<file path="src/rtl/seq_detect_pkg.sv">
// Shared constants for the sequence detector: widths, block length and the
// two code sequences. Element 0 of each sequence is the oldest press.
package seq_detect_pkg;
    localparam int IDX_W   = 4;
    localparam int DEPTH   = 9;
    localparam int CNT_W   = $clog2(DEPTH + 1);
    localparam logic [IDX_W-1:0] IDX_INVALID = '1;

    typedef logic [DEPTH-1:0][IDX_W-1:0] window_t;

    // Packed: leftmost literal is element DEPTH-1 (newest).
    localparam window_t SEQ_A = {4'd4, 4'd3, 4'd2, 4'd1, 4'd0, 4'd1, 4'd2, 4'd3, 4'd4};
    localparam window_t SEQ_B = {4'd2, 4'd3, 4'd4, 4'd3, 4'd4, 4'd1, 4'd0, 4'd1, 4'd0};
endpackage

</file>
<file path="src/rtl/seq_history.sv">
// Shift history of the last DEPTH press indices. Element 0 is the oldest.
// win_o presents the history as it will be after the current press, so
// that a comparator can judge the ninth press in the same cycle.
// Assumes press_vld is already a clean one-cycle strobe.
module seq_history
    import seq_detect_pkg::*;
(
    input  logic             clk,
    input  logic             rst_n,
    input  logic             press_vld,
    input  logic [IDX_W-1:0] press_idx,
    output window_t          win_o
);
    window_t hist_q;

    // Build the look-ahead window: shifted history plus incoming index.
    always_comb begin
        for (int i = 0; i < DEPTH - 1; i++) begin
            win_o[i] = hist_q[i+1];
        end
        win_o[DEPTH-1] = press_idx;
    end

    // Shift on each press; reset fills every entry with the invalid code.
    always_ff @(posedge clk) begin
        if (!rst_n) begin
            for (int i = 0; i < DEPTH; i++) begin
                hist_q[i] <= IDX_INVALID;
            end
        end else if (press_vld) begin
            hist_q <= win_o;
        end
    end
endmodule

</file>
<file path="src/rtl/seq_press_count.sv">
// Counts presses modulo DEPTH. block_end is high in the cycle when the
// press that closes the current block is presented.
module seq_press_count
    import seq_detect_pkg::*;
(
    input  logic             clk,
    input  logic             rst_n,
    input  logic             press_vld,
    output logic [CNT_W-1:0] cnt_o,
    output logic             block_end
);
    localparam logic [CNT_W-1:0] LAST = CNT_W'(DEPTH - 1);

    logic [CNT_W-1:0] cnt_q;

    // Flag the closing press of the block.
    assign block_end = press_vld && (cnt_q == LAST);
    assign cnt_o     = cnt_q;

    // Advance on every press; wrap to zero after the closing press.
    always_ff @(posedge clk) begin
        if (!rst_n) begin
            cnt_q <= '0;
        end else if (block_end) begin
            cnt_q <= '0;
        end else if (press_vld) begin
            cnt_q <= cnt_q + 1'b1;
        end
    end
endmodule

</file>
<file path="src/rtl/seq_matcher.sv">
// Compares the look-ahead window element by element with one fixed code
// sequence and registers a one-cycle pulse when a block closes on a match.
module seq_matcher
    import seq_detect_pkg::*;
#(
    parameter window_t SEQ = SEQ_A
) (
    input  logic    clk,
    input  logic    rst_n,
    input  logic    check,
    input  window_t win_i,
    output logic    hit_o
);
    logic [DEPTH-1:0] elem_eq;
    logic             hit_q;

    // Per-element equality; the whole vector must be set for a match.
    always_comb begin
        for (int i = 0; i < DEPTH; i++) begin
            elem_eq[i] = (win_i[i] == SEQ[i]);
        end
    end

    // Register the pulse only on the closing press of a block.
    always_ff @(posedge clk) begin
        if (!rst_n) begin
            hit_q <= 1'b0;
        end else begin
            hit_q <= check && (&elem_eq);
        end
    end

    assign hit_o = hit_q;
endmodule

</file>
<file path="src/rtl/seq_detect.sv">
// Top of the sequence detector: history, block counter and one matcher
// per code sequence, all judged on the same closing press.
module seq_detect
    import seq_detect_pkg::*;
(
    input  logic             clk,
    input  logic             rst_n,
    input  logic             press_vld,
    input  logic [IDX_W-1:0] press_idx,
    output logic             match_a,
    output logic             match_b
);
    localparam int NSEQ = 2;
    localparam window_t SEQS [NSEQ] = '{SEQ_A, SEQ_B};

    window_t          win;
    logic [CNT_W-1:0] cnt;
    logic             block_end;
    logic [NSEQ-1:0]  hits;

    seq_history u_hist (
        .clk       (clk),
        .rst_n     (rst_n),
        .press_vld (press_vld),
        .press_idx (press_idx),
        .win_o     (win)
    );

    seq_press_count u_cnt (
        .clk       (clk),
        .rst_n     (rst_n),
        .press_vld (press_vld),
        .cnt_o     (cnt),
        .block_end (block_end)
    );

    // One comparator per sequence, run in parallel.
    for (genvar s = 0; s < NSEQ; s++) begin : g_match
        seq_matcher #(.SEQ(SEQS[s])) u_m (
            .clk   (clk),
            .rst_n (rst_n),
            .check (block_end),
            .win_i (win),
            .hit_o (hits[s])
        );
    end

    assign match_a = hits[0];
    assign match_b = hits[1];
endmodule

</file>
<file path="config.mk">
export PLATFORM = sky130hd
export DESIGN_NAME = seq_detect
export DESIGN_NICKNAME = d
export VERILOG_FILES = /design/src/rtl/seq_detect_pkg.sv /design/src/rtl/seq_history.sv /design/src/rtl/seq_press_count.sv /design/src/rtl/seq_matcher.sv /design/src/rtl/seq_detect.sv
export SDC_FILE = /design/constraint.sdc
export NUM_CORES = 1
export LEC_CHECK = 0
export BUFFER_PORTS_ARGS = -buffer_cell sky130_fd_sc_hd__buf_4
export CAP_MARGIN = 20
export CORE_AREA = 2 2 64 66
export DETAILED_ROUTE_END_ITERATION = 8
export DIE_AREA = 0 0 66 68
export PLACE_DENSITY_LB_ADDON = 0.12
export SYNTH_ARGS = -nofsm -noshare
export SYNTH_HDL_FRONTEND = slang
export SYNTH_SLANG_ARGS = --single-unit
</file>
<file path="constraint.sdc">
create_clock -name clk -period 1.4 [get_ports clk]
set_input_delay 0 -clock clk [delete_from_list [all_inputs] [get_ports clk]]
set_output_delay 0 -clock clk [all_outputs]
set_load 0.02 [all_outputs]
</file>
==> reports/summary.txt, run 1 <==
P_leak - 0.000723 uW
Final ANT Viol Nets - 0
cts bufs inserted - 5
Critical Path Start Type - flip-flop
outcome - finished clean
Syn Inst Count - 145
# setup viols final - 0
initial antenna violation count - 0
met3 usage in global routing - 5.43%
final setup skew - 0.00577 ns
Arrival @ worst endpoint - 1.46 ns
Placement Rows - 23
CTS root buf - clkbuf_8
Slew Viols, Final - 0
Die H - 68 um
Final min period - 1.27 ns
Final Power - 2010 uW
met1 usage - 15.2%
die area - 0.00449 mm^2
all-layer global routing usage - 14.1%
DR iter-0 viols - 44
Maximum Capacitance Violations - 0
DRT Pass-1 Iters - 4
number of global-route vias before repair - 1036
area of the multi-input gates - 687 um^2
worst-skew pair later-pin latency - 0.28 ns
post-DP HPWL - 1.97 mm
Initial Util - 38.6%
unrepaired setup endpoints after global routing - false
grt met2 use - 25.0%
largest net degree at the start of global routing - 34
Post-layout nets - 168
maximum clock rate - 790 MHz
final setup TNS - 0 ns
fin crit share - 90.4%
# diodes - 0
Post-route DRC - 0
mapped cell area - 0.00149 mm^2
FILL cells - 391
H-tree levels - 2
Slew headroom - 78.9%
Required @ worst endpoint - 1.59 ns
CP max FO - 4
critical path class - flip-flop to flip-flop
Power Dens Cells - 1150 mW/mm^2
synthesis-to-layout area growth - 17.2%
cell breakdown of the critical path - inv_1 -> ha_1 -> nand4b_1 -> nand3b_1 -> nor4_1
clock sink total - 38
I/O Buffers - 8
total gr overflow - 0
clk buf depth - 2
global-route wire length before repair - 4.67 mm
#FFs+latches synth - 38
worst ir drop on vdd - 0.700 mV
Hold Vio Cnt, Final - 0
Post CTS Setup Buffer Count - 0
GR peak layer - met2
WL final - 2.77 mm
Ports - 9
YS warnings - 0
CP max stage delay - 0.35 ns
Reg area - 761 um^2
clock slew at reported path FFs - 0.07 ns
share of cells above drive strength 1 - 11.9%
Core ar. - 0.00386 mm^2
min-delay worst type - input pin to flip-flop
CTS tree - yes
Seq/Total Area, Yosys - 51.1%
Horiz. Die Dim - 66 um
Worst path slowest cell - dfxtp_1
syn_area_per_cell - 10.3 um^2
Final GP Congestion - 0.699
total number of vias - 1038
Wirelength per Cell - 13.2 um
syn nets - 154
slew of the pin with the lowest slew margin - 0.316 ns
Vias/cell - 4.94
Netlist cell types - 19
crit end category - flip-flop
-- Yosys cell counts (all sizes together) --
library cell	count	area, um^2
xor2	2	17.5
ha	2	25.0
nand4b	4	35.0
nor4	5	31.3
buf	5	27.5
nor4bb	2	20.0
nor3b	3	22.5
nand4	1	6.26
xnor2	1	8.76
nor2	4	15.0
mux2i	33	330
nor4b	2	17.5
nand3b	1	7.51
dfxtp	38	761
nand2	36	135
clkbuf	3	11.3
inv	2	7.51
and3b	1	8.76
-- cell usage in the layout (no fill, tap or decap) --
cell           netlist  routed
and3b_1              1       1
buf_12               0       1
buf_4                1      10
clkbuf_1             3       1
clkbuf_8             0       6
clkinv_2             0       1
dfxtp_1             38      38
dlygate4sd3_1        0       4
ha_1                 2       2
inv_1                2       2
mux2i_1             33      33
nand2_1             36      36
nand3b_1             1       1
nand4_1              1       1
nand4b_1             4       4
nor2_1               4       4
nor3b_1              3       3
nor4_1               5       4
nor4_2               0       1
nor4b_1              2       2
nor4bb_1             2       2
xnor2_1              1       1
xor2_1               2       2
-- report_power, final --
group	total (uW)	internal [uW]	switching (uW)
Sequential	1120	1100	19.2
Clock	749	397	353
Combinational	136	70.1	65.5
Total	2010	1570	437
-- what timing repair did --
action                                  in CTS  in global routing
endpoints found under the setup margin       0                  1
gates resized for setup                      0                  1
endpoints found under the hold margin        4                  0
hold buffers                                 4                  0
-- worst paths after layout --
| path | startpoint | to | slack [ns] | depth (start not counted) |
|---|---|---|---|---|
| setup / recovery | u_cnt.cnt_o[0] | g_match[1].u_m.hit_o | 0.13 | 5 |
| hold / removal | press_vld | u_hist.win_o[8] | 0.06 | 3 |
| setup reg to reg | u_cnt.cnt_o[0] | g_match[1].u_m.hit_o | 0.13 | 5 |
| hold reg to reg | u_hist.win_o[3] | u_hist.win_o[3] | 0.48 | 2 |
-- layer usage --
layer | up-vias | part of all wire [%]
li1 | 519 | -
met1 | 502 | 46
met2 | 13 | 49
met3 | 4 | 4.0
met4 | 0 | 1.3
met5 | - | 0
-- layout make-up --
| cell class | count | area share, % |
|---|---|---|
| well taps | 50 | 3.59 |
| clock inverters | 1 | 0.287 |
| multi-input cells | 97 | 39.4 |
| clock buffers | 7 | 4.95 |
| repair buffers | 15 | 7.75 |
| inverters | 2 | 0.430 |
| flip-flops and latches | 38 | 43.6 |
-- cells by family after synthesis --
kind of cell	Yosys count	share of synthesized area, %
adders and majority gates	2	1.68
muxes	33	22.2
xor gates and xnor gates	3	1.77
buffers and inverters	10	3.11
and+or+nand+nor	59	20.1
DFF	38	51.1
-- worst max-delay path: cells and delay by family (launching register included) --
kind | cells | cell delay, ns
and+or+nand+nor | 3 | 0.63
buffers and inverters | 1 | 0.07
DFF | 1 | 0.35
adders and majority gates | 1 | 0.14
-- sequential cells by signal, summed over array words and instances (netlist names) --
name / count
u_hist.win_o: 32
u_cnt.cnt_o: 4
g_match.u_m.hit_o: 2
-- through the flow --
step / setup WS [ns] / area (um^2) / util (%) / hold slack [ns] / instances
2_1_floorplan: 0.307 / 1490 / - / 0.127 / 145
3_3_place_gp: 0.227 / 1610 / 41.7 / 0.230 / 198
3_5_place_dp: 0.152 / 1610 / 41.7 / 0.236 / 198
4_1_cts: 0.135 / 1740 / 45.1 / 0.0492 / 210
5_1_grt: 0.00421 / 1740 / 45.2 / 0.0584 / 210
6_report: 0.134 / 1740 / 45.2 / 0.0597 / 210
(Power assumes the default switching activity.)
==> run 2, diff against run 1 <==
- CTS_BUF_LIST: default -> sky130_fd_sc_hd__clkbuf_4 sky130_fd_sc_hd__clkbuf_8
==> run 2 against run 1 <==
Critical endpoint unchanged. Non-clock buffer count stayed put. Die area stayed put. Worst hold slack hardly changed. Utilization is 0.097 points higher. Clock skew stayed put. Worst setup slack stayed put. Sequential power hardly changed. Fmax stayed put. Register-to-register slack hardly changed. First-iteration DRC count stayed put. Clock-buffer cell count stayed put.
==> reports/summary.txt, run 2 (synthesized netlist as in run 1, its figures left out) <==
slew of the pin with the lowest slew margin - 0.316 ns (-0.00000525 ns)
commonest non-fill, non-tap cell in the layout - dfxtp_1
crit end category - flip-flop
r2r setup slk - 0.13 ns (about the same)
# diodes - 0 (unchanged)
total number of vias - 1038 (unchanged)
cell depth of the worst setup path - 5 (unchanged)
CP max stage delay - 0.35 ns (about the same)
DRT Pass-1 Iters - 4 (unchanged)
hold path cells - 3 (unchanged)
grt met2 use - 25.0% (unchanged)
Slew Viols, Final - 0 (unchanged)
outcome - finished clean
I/O Buffers - 8 (unchanged)
Arrival @ worst endpoint - 1.46 ns (about the same)
Largest register FFs - 32 (unchanged)
Final ANT Viol Nets - 0 (unchanged)
Die H - 68 um (unchanged)
initial antenna violation count - 0 (unchanged)
H-tree levels - 2 (unchanged)
cell breakdown of the critical path - inv_1 -> ha_1 -> nand4b_1 -> nand3b_1 -> nor4_1
cts bufs inserted - 5 (unchanged)
Final min period - 1.27 ns (unchanged)
met1 usage - 15.2% (unchanged)
# setup viols final - 0 (unchanged)
number of global-route vias before repair - 1036 (unchanged)
CP max FO - 4 (unchanged)
share of cells above drive strength 1 - 12.5% (+0.63 points)
min-delay worst type - input pin to flip-flop
maximum clock rate - 790 MHz (unchanged)
Wirelength per Cell - 13.2 um (unchanged)
Horiz. Die Dim - 66 um (unchanged)
all-layer global routing usage - 14.1% (unchanged)
Reg2Reg Capture Point - g_match[1].u_m.hit_o
P_leak - 0.000726 uW (+0.47%)
Post-route DRC - 0 (unchanged)
Slew headroom - 78.9% (about the same)
clock slew at reported path FFs - 0.07 ns (about the same)
worst ir drop on vdd - 0.747 mV (+6.7%)
Maximum Capacitance Violations - 0 (unchanged)
CTS root buf - clkbuf_8
global-route wire length before repair - 4.67 mm (unchanged)
Ports - 9 (unchanged)
Hold Vio Cnt, Final - 0 (unchanged)
largest net degree at the start of global routing - 34 (unchanged)
total gr overflow - 0 (unchanged)
final setup skew - 0.00577 ns (unchanged)
clock sink total - 38 (unchanged)
hold path start - press_vld
fin crit share - 90.4% (unchanged)
Vias/cell - 4.94 (unchanged)
CTS tree - yes
Power Dens Cells - 1160 mW/mm^2 (+0.74%)
final setup TNS - 0 ns (unchanged)
GR peak layer - met2
critical path class - flip-flop to flip-flop
CP bufs+invs - 1 (unchanged)
Placement Rows - 23 (unchanged)
worst hold path endpoint - u_hist.win_o[8]
clk buf depth - 2 (unchanged)
most frequent cells in the layout - dfxtp_1 (38), nand2_1 (36), mux2i_1 (33)
unrepaired setup endpoints after global routing - false
Final GP Congestion - 0.699 (unchanged)
met3 usage in global routing - 5.43% (unchanged)
worst-skew pair later-pin latency - 0.28 ns (about the same)
Core ar. - 0.00386 mm^2 (unchanged)
Required @ worst endpoint - 1.59 ns (about the same)
post-DP HPWL - 1.97 mm (unchanged)
WL final - 2.77 mm (unchanged)
delay-heaviest family, CP - simple AND/OR/NAND/NOR gates
Critical Path Start Type - flip-flop
worst r2r src - u_cnt.cnt_o[0]
reg2reg path depth - 5 (unchanged)
synthesis-to-layout area growth - 17.5%
Initial Util - 38.6% (unchanged)
die area - 0.00449 mm^2 (unchanged)
Post-layout nets - 168 (unchanged)
Worst path slowest cell - dfxtp_1
Final Power - 2020 uW (+0.96%)
DR iter-0 viols - 44 (unchanged)
[run 2: routing by layer]
metal / part of all wire, % / routed length (um)
met5: 0 / 0
met4: 1.3 / 37
met3: 4.0 / 110
met2: 49 / 1360
met1: 46 / 1260
[run 2: tightest hold or removal path: cells and delay by family]
kind	cells	cell delay, ns
multiplexers	1	0.09
buffers and inverters	1	0.17
AND/OR/NAND/NOR	1	0.06
[run 2: worst max-delay path by stage]
stage / from / endpoint / slack [ns]
floorplan: u_cnt.cnt_o[0] / g_match[0].u_m.hit_o / 0.31
finish: u_cnt.cnt_o[0] / g_match[1].u_m.hit_o / 0.13
global route: u_cnt.cnt_o[0] / g_match[1].u_m.hit_o / 0.004
detailed placement: u_cnt.cnt_o[0] / g_match[0].u_m.hit_o / 0.15
CTS: u_cnt.cnt_o[0] / g_match[0].u_m.hit_o / 0.14
global placement: u_hist.win_o[10] / g_match[0].u_m.hit_o / 0.23
[run 2: area by class of cell]
class	count	area, um^2
Timing Repair Buffer	15	135
Tap cell	50	62.6
Inverter	2	7.51
Clock buffer	7	90.1
Sequential cell	38	761
Multi-Input combinational cell	97	687
Fill cell	389	2110
Clock inverter	1	5.00
[run 2: timing repair]
item                       4_1_cts  5_1_grt
hold endpoints to repair         4        0
setup endpoints to repair        0        1
hold buffers                     4        0
gates resized for setup          0        1
setup buffers                    0        0
[run 2: power by group]
| group | internal, uW | switching (uW) | total, uW | leakage, uW |
|---|---|---|---|---|
| combinational | 70.1 | 65.5 | 136 | 0.000366 |
| clock | 416 | 352 | 769 | 0.0000517 |
| sequential | 1100 | 19.2 | 1120 | 0.000309 |
[run 2: through the flow]
stage / cell area, um^2 / hold WS, ns / util, % / cells / setup WS, ns
2_1_floorplan: 1490 / 0.127 / - / 145 / 0.307
5_1_grt: 1750 / 0.0584 / 45.3 / 210 / 0.00421
6_report: 1750 / 0.0598 / 45.3 / 210 / 0.134
3_5_place_dp: 1610 / 0.236 / 41.7 / 198 / 0.152
4_1_cts: 1740 / 0.0499 / 45.2 / 210 / 0.135
3_3_place_gp: 1610 / 0.230 / 41.7 / 198 / 0.227
==> run 3, diff against run 2 <==
- CELL_PAD_IN_SITES_DETAIL_PLACEMENT: default -> 2
- CELL_PAD_IN_SITES_GLOBAL_PLACEMENT: default -> 2
- RECOVER_POWER: default -> 25
==> run 3 against run 2 <==
Sequential cell count did not move. Worst setup slack better by 0.027 ns. Total power fell by 0.99%. Clock-buffer cell count unchanged. First-iteration DRC count grew 6.8%. Critical endpoint is now g_match[0].u_m.hit_o. Final area about the same. Fmax is 2.2% higher. Utilization hardly changed. Highest routed layer unchanged. Critical path type unchanged. Global-route usage rose by 4.7 points. Final cell count shrank 0.48%. Die area unchanged.
==> reports/summary.txt, run 3 (synthesized netlist as in run 1, its figures left out) <==
number of global-route vias before repair - 1171 (+13%)
Worst path slowest cell - dfxtp_1
clk buf depth - 2 (unchanged)
die area - 0.00449 mm^2 (unchanged)
top layer in use - met4
total number of vias - 1057 (+1.8%)
Met1 Routed Length - 1.53 mm (+21%)
Post-layout nets - 168 (unchanged)
CTS root buf - clkbuf_8
CTS tree - yes
Arrival @ worst endpoint - 1.44 ns (-0.02 ns)
worst-skew pair later-pin latency - 0.29 ns (about the same)
final worst setup slack - 0.162 ns (+0.0274 ns)
Placement Rows - 23 (unchanged)
final setup skew - 0.00593 ns (+0.000157 ns)
final setup TNS - 0 ns (unchanged)
post-DP HPWL - 2.52 mm (+28%)
worst slack at placement - 0.0846 ns (-0.0671 ns)
WL final - 3.57 mm (+29%)
clock sink total - 38 (unchanged)
Horiz. Die Dim - 66 um (unchanged)
initial antenna violation count - 0 (unchanged)
Die H - 68 um (unchanged)
unrepaired setup endpoints after global routing - false
Slew headroom - 75.7% (-3.2 points)
Power Dens Cells - 1150 mW/mm^2 (-1.1%)
CP max stage delay - 0.40 ns (+0.05 ns)
Core ar. - 0.00386 mm^2 (unchanged)
Final Power - 2000 uW (-0.99%)
P_leak - 0.000722 uW (-0.65%)
wire length on met3 - 92 um (-16%)
share of cells above drive strength 1 - 13.2% (+0.71 points)
Switching Fraction - 22.5% (+0.89 points)
synthesis-to-layout area growth - 17.6% (about the same)
# diodes - 0 (unchanged)
Reg power frac - 56.1% (+0.8 points)
Final min period - 1.24 ns (-0.0274 ns)
Clock power frac - 36.8% (-1.2 points)
most frequent cells in the layout - dfxtp_1 (38), nand2_1 (36), mux2i_1 (33)
DRT Pass-1 Iters - 4 (unchanged)
maximum clock rate - 808 MHz (+2.2%)
crit end category - flip-flop
largest net degree at the start of global routing - 34 (unchanged)
DR iter-0 viols - 47 (+6.8%)
met2 wire length - 1.89 mm (+39%)
NetSw - 451 uW (+3.1%)
Largest register FFs - 32 (unchanged)
Final GP Congestion - 0.706 (+0.93%)
Initial Util - 38.6% (unchanged)
min-delay worst type - input pin to flip-flop
delay-heaviest family, CP - simple AND/OR/NAND/NOR gates
commonest non-fill, non-tap cell in the layout - dfxtp_1
total gr overflow - 0 (unchanged)
Maximum Capacitance Violations - 0 (unchanged)
slew of the pin with the lowest slew margin - 0.361 ns (+0.0450 ns)
Int Power - 1550 uW (-2.1%)
fin crit share - 88.4% (-2.0 points)
worst ir drop on vdd - 0.560 mV (-25%)
Post CTS Setup Buffer Count - 0 (unchanged)
cell breakdown of the critical path - nor4bb_1 -> nand4b_1 -> nor4_2
Slew Viols, Final - 0 (unchanged)
cts bufs inserted - 5 (unchanged)
# setup viols final - 0 (unchanged)
H-tree levels - 2 (unchanged)
CP bufs+invs - 0 (-1)
CP max FO - 4 (unchanged)
global-route wire length before repair - 6.05 mm (+30%)
outcome - finished clean
Post-route DRC - 0 (unchanged)
critical path class - flip-flop to flip-flop
I/O Buffers - 8 (unchanged)
Ports - 9 (unchanged)
Final ANT Viol Nets - 0 (unchanged)
Critical Path Start Type - flip-flop
clock slew at reported path FFs - 0.07 ns (about the same)
all-layer global routing usage - 18.8% (+4.7 points)
Hold Vio Cnt, Final - 0 (unchanged)
Vias/cell - 5.06 (+2.3%)
Wirelength per Cell - 17.1 um (+30%)
Required @ worst endpoint - 1.60 ns (about the same)
Gate power share - 7.1% (+0.4 points)
==> run 3: cell types whose count changed in the layout (fill, tap and decap cells not counted) <==
cell	before	now
nor4b_1	2	1
nor4b_2	0	1
clkbuf_4	1	2
clkbuf_8	6	5
clkinv_2	1	0
nor4bb_2	0	1
nor4bb_1	2	1
==> run 3: area by class of cell <==
class	instances	area, um^2
fillers	426	2110
flip-flops and latches	38	761
multi-input cells	97	699
repair buffers	15	135
clock buffers	7	83.8
well taps	50	62.6
inverters	2	7.51
==> run 3: worst paths after layout <==
path / depth (start not counted) / slack (ns) / startpoint / end
setup reg to reg: 3 / 0.16 / u_hist.win_o[9] / g_match[0].u_m.hit_o
hold / removal: 3 / 0.13 / press_vld / u_hist.win_o[16]
setup / recovery: 3 / 0.16 / u_hist.win_o[9] / g_match[0].u_m.hit_o
hold reg to reg: 2 / 0.49 / u_hist.win_o[0] / u_hist.win_o[0]
==> run 3: metal layers <==
| metal | vias up | track usage (%) |
|---|---|---|
| li1 | 524 | - |
| met1 | 517 | 21.3 |
| met2 | 11 | 34.1 |
| met3 | 5 | 4.93 |
| met4 | 0 | 6.89 |
| met5 | - | 0 |
==> run 3: worst min-delay path, stage by stage <==
cell	delay [ns]
buf_4	0.19
mux2i_1	0.13
nand2_1	0.06
==> run 3: metrics by stage <==
stage               hold WS (ns)  instance area [um^2]  util, %  cells
global route               0.143                  1750     45.4    209
finish                     0.130                  1750     45.4    209
detailed placement         0.249                  1610     41.7    198
CTS                        0.118                  1730     44.9    209
global placement           0.229                  1610     41.7    198
floorplan                  0.127                  1490        -    145
==> run 3: power groups by stage <==
stage	Clock [uW]	Combinational (uW)	Sequential (uW)
2_1_floorplan	0	94.4	1140
3_3_place_gp	0	126	1140
3_5_place_dp	0	136	1150
4_1_cts	776	146	1120
5_1_grt	819	161	1130
6_report	738	143	1120
==> run 3: timing repair <==
| action | CTS | global route |
|---|---|---|
| hold buffers | 4 | 0 |
| resized for setup | 0 | 3 |
| endpoints found under the setup margin | 0 | 2 |
| endpoints found under the hold margin | 4 | 0 |
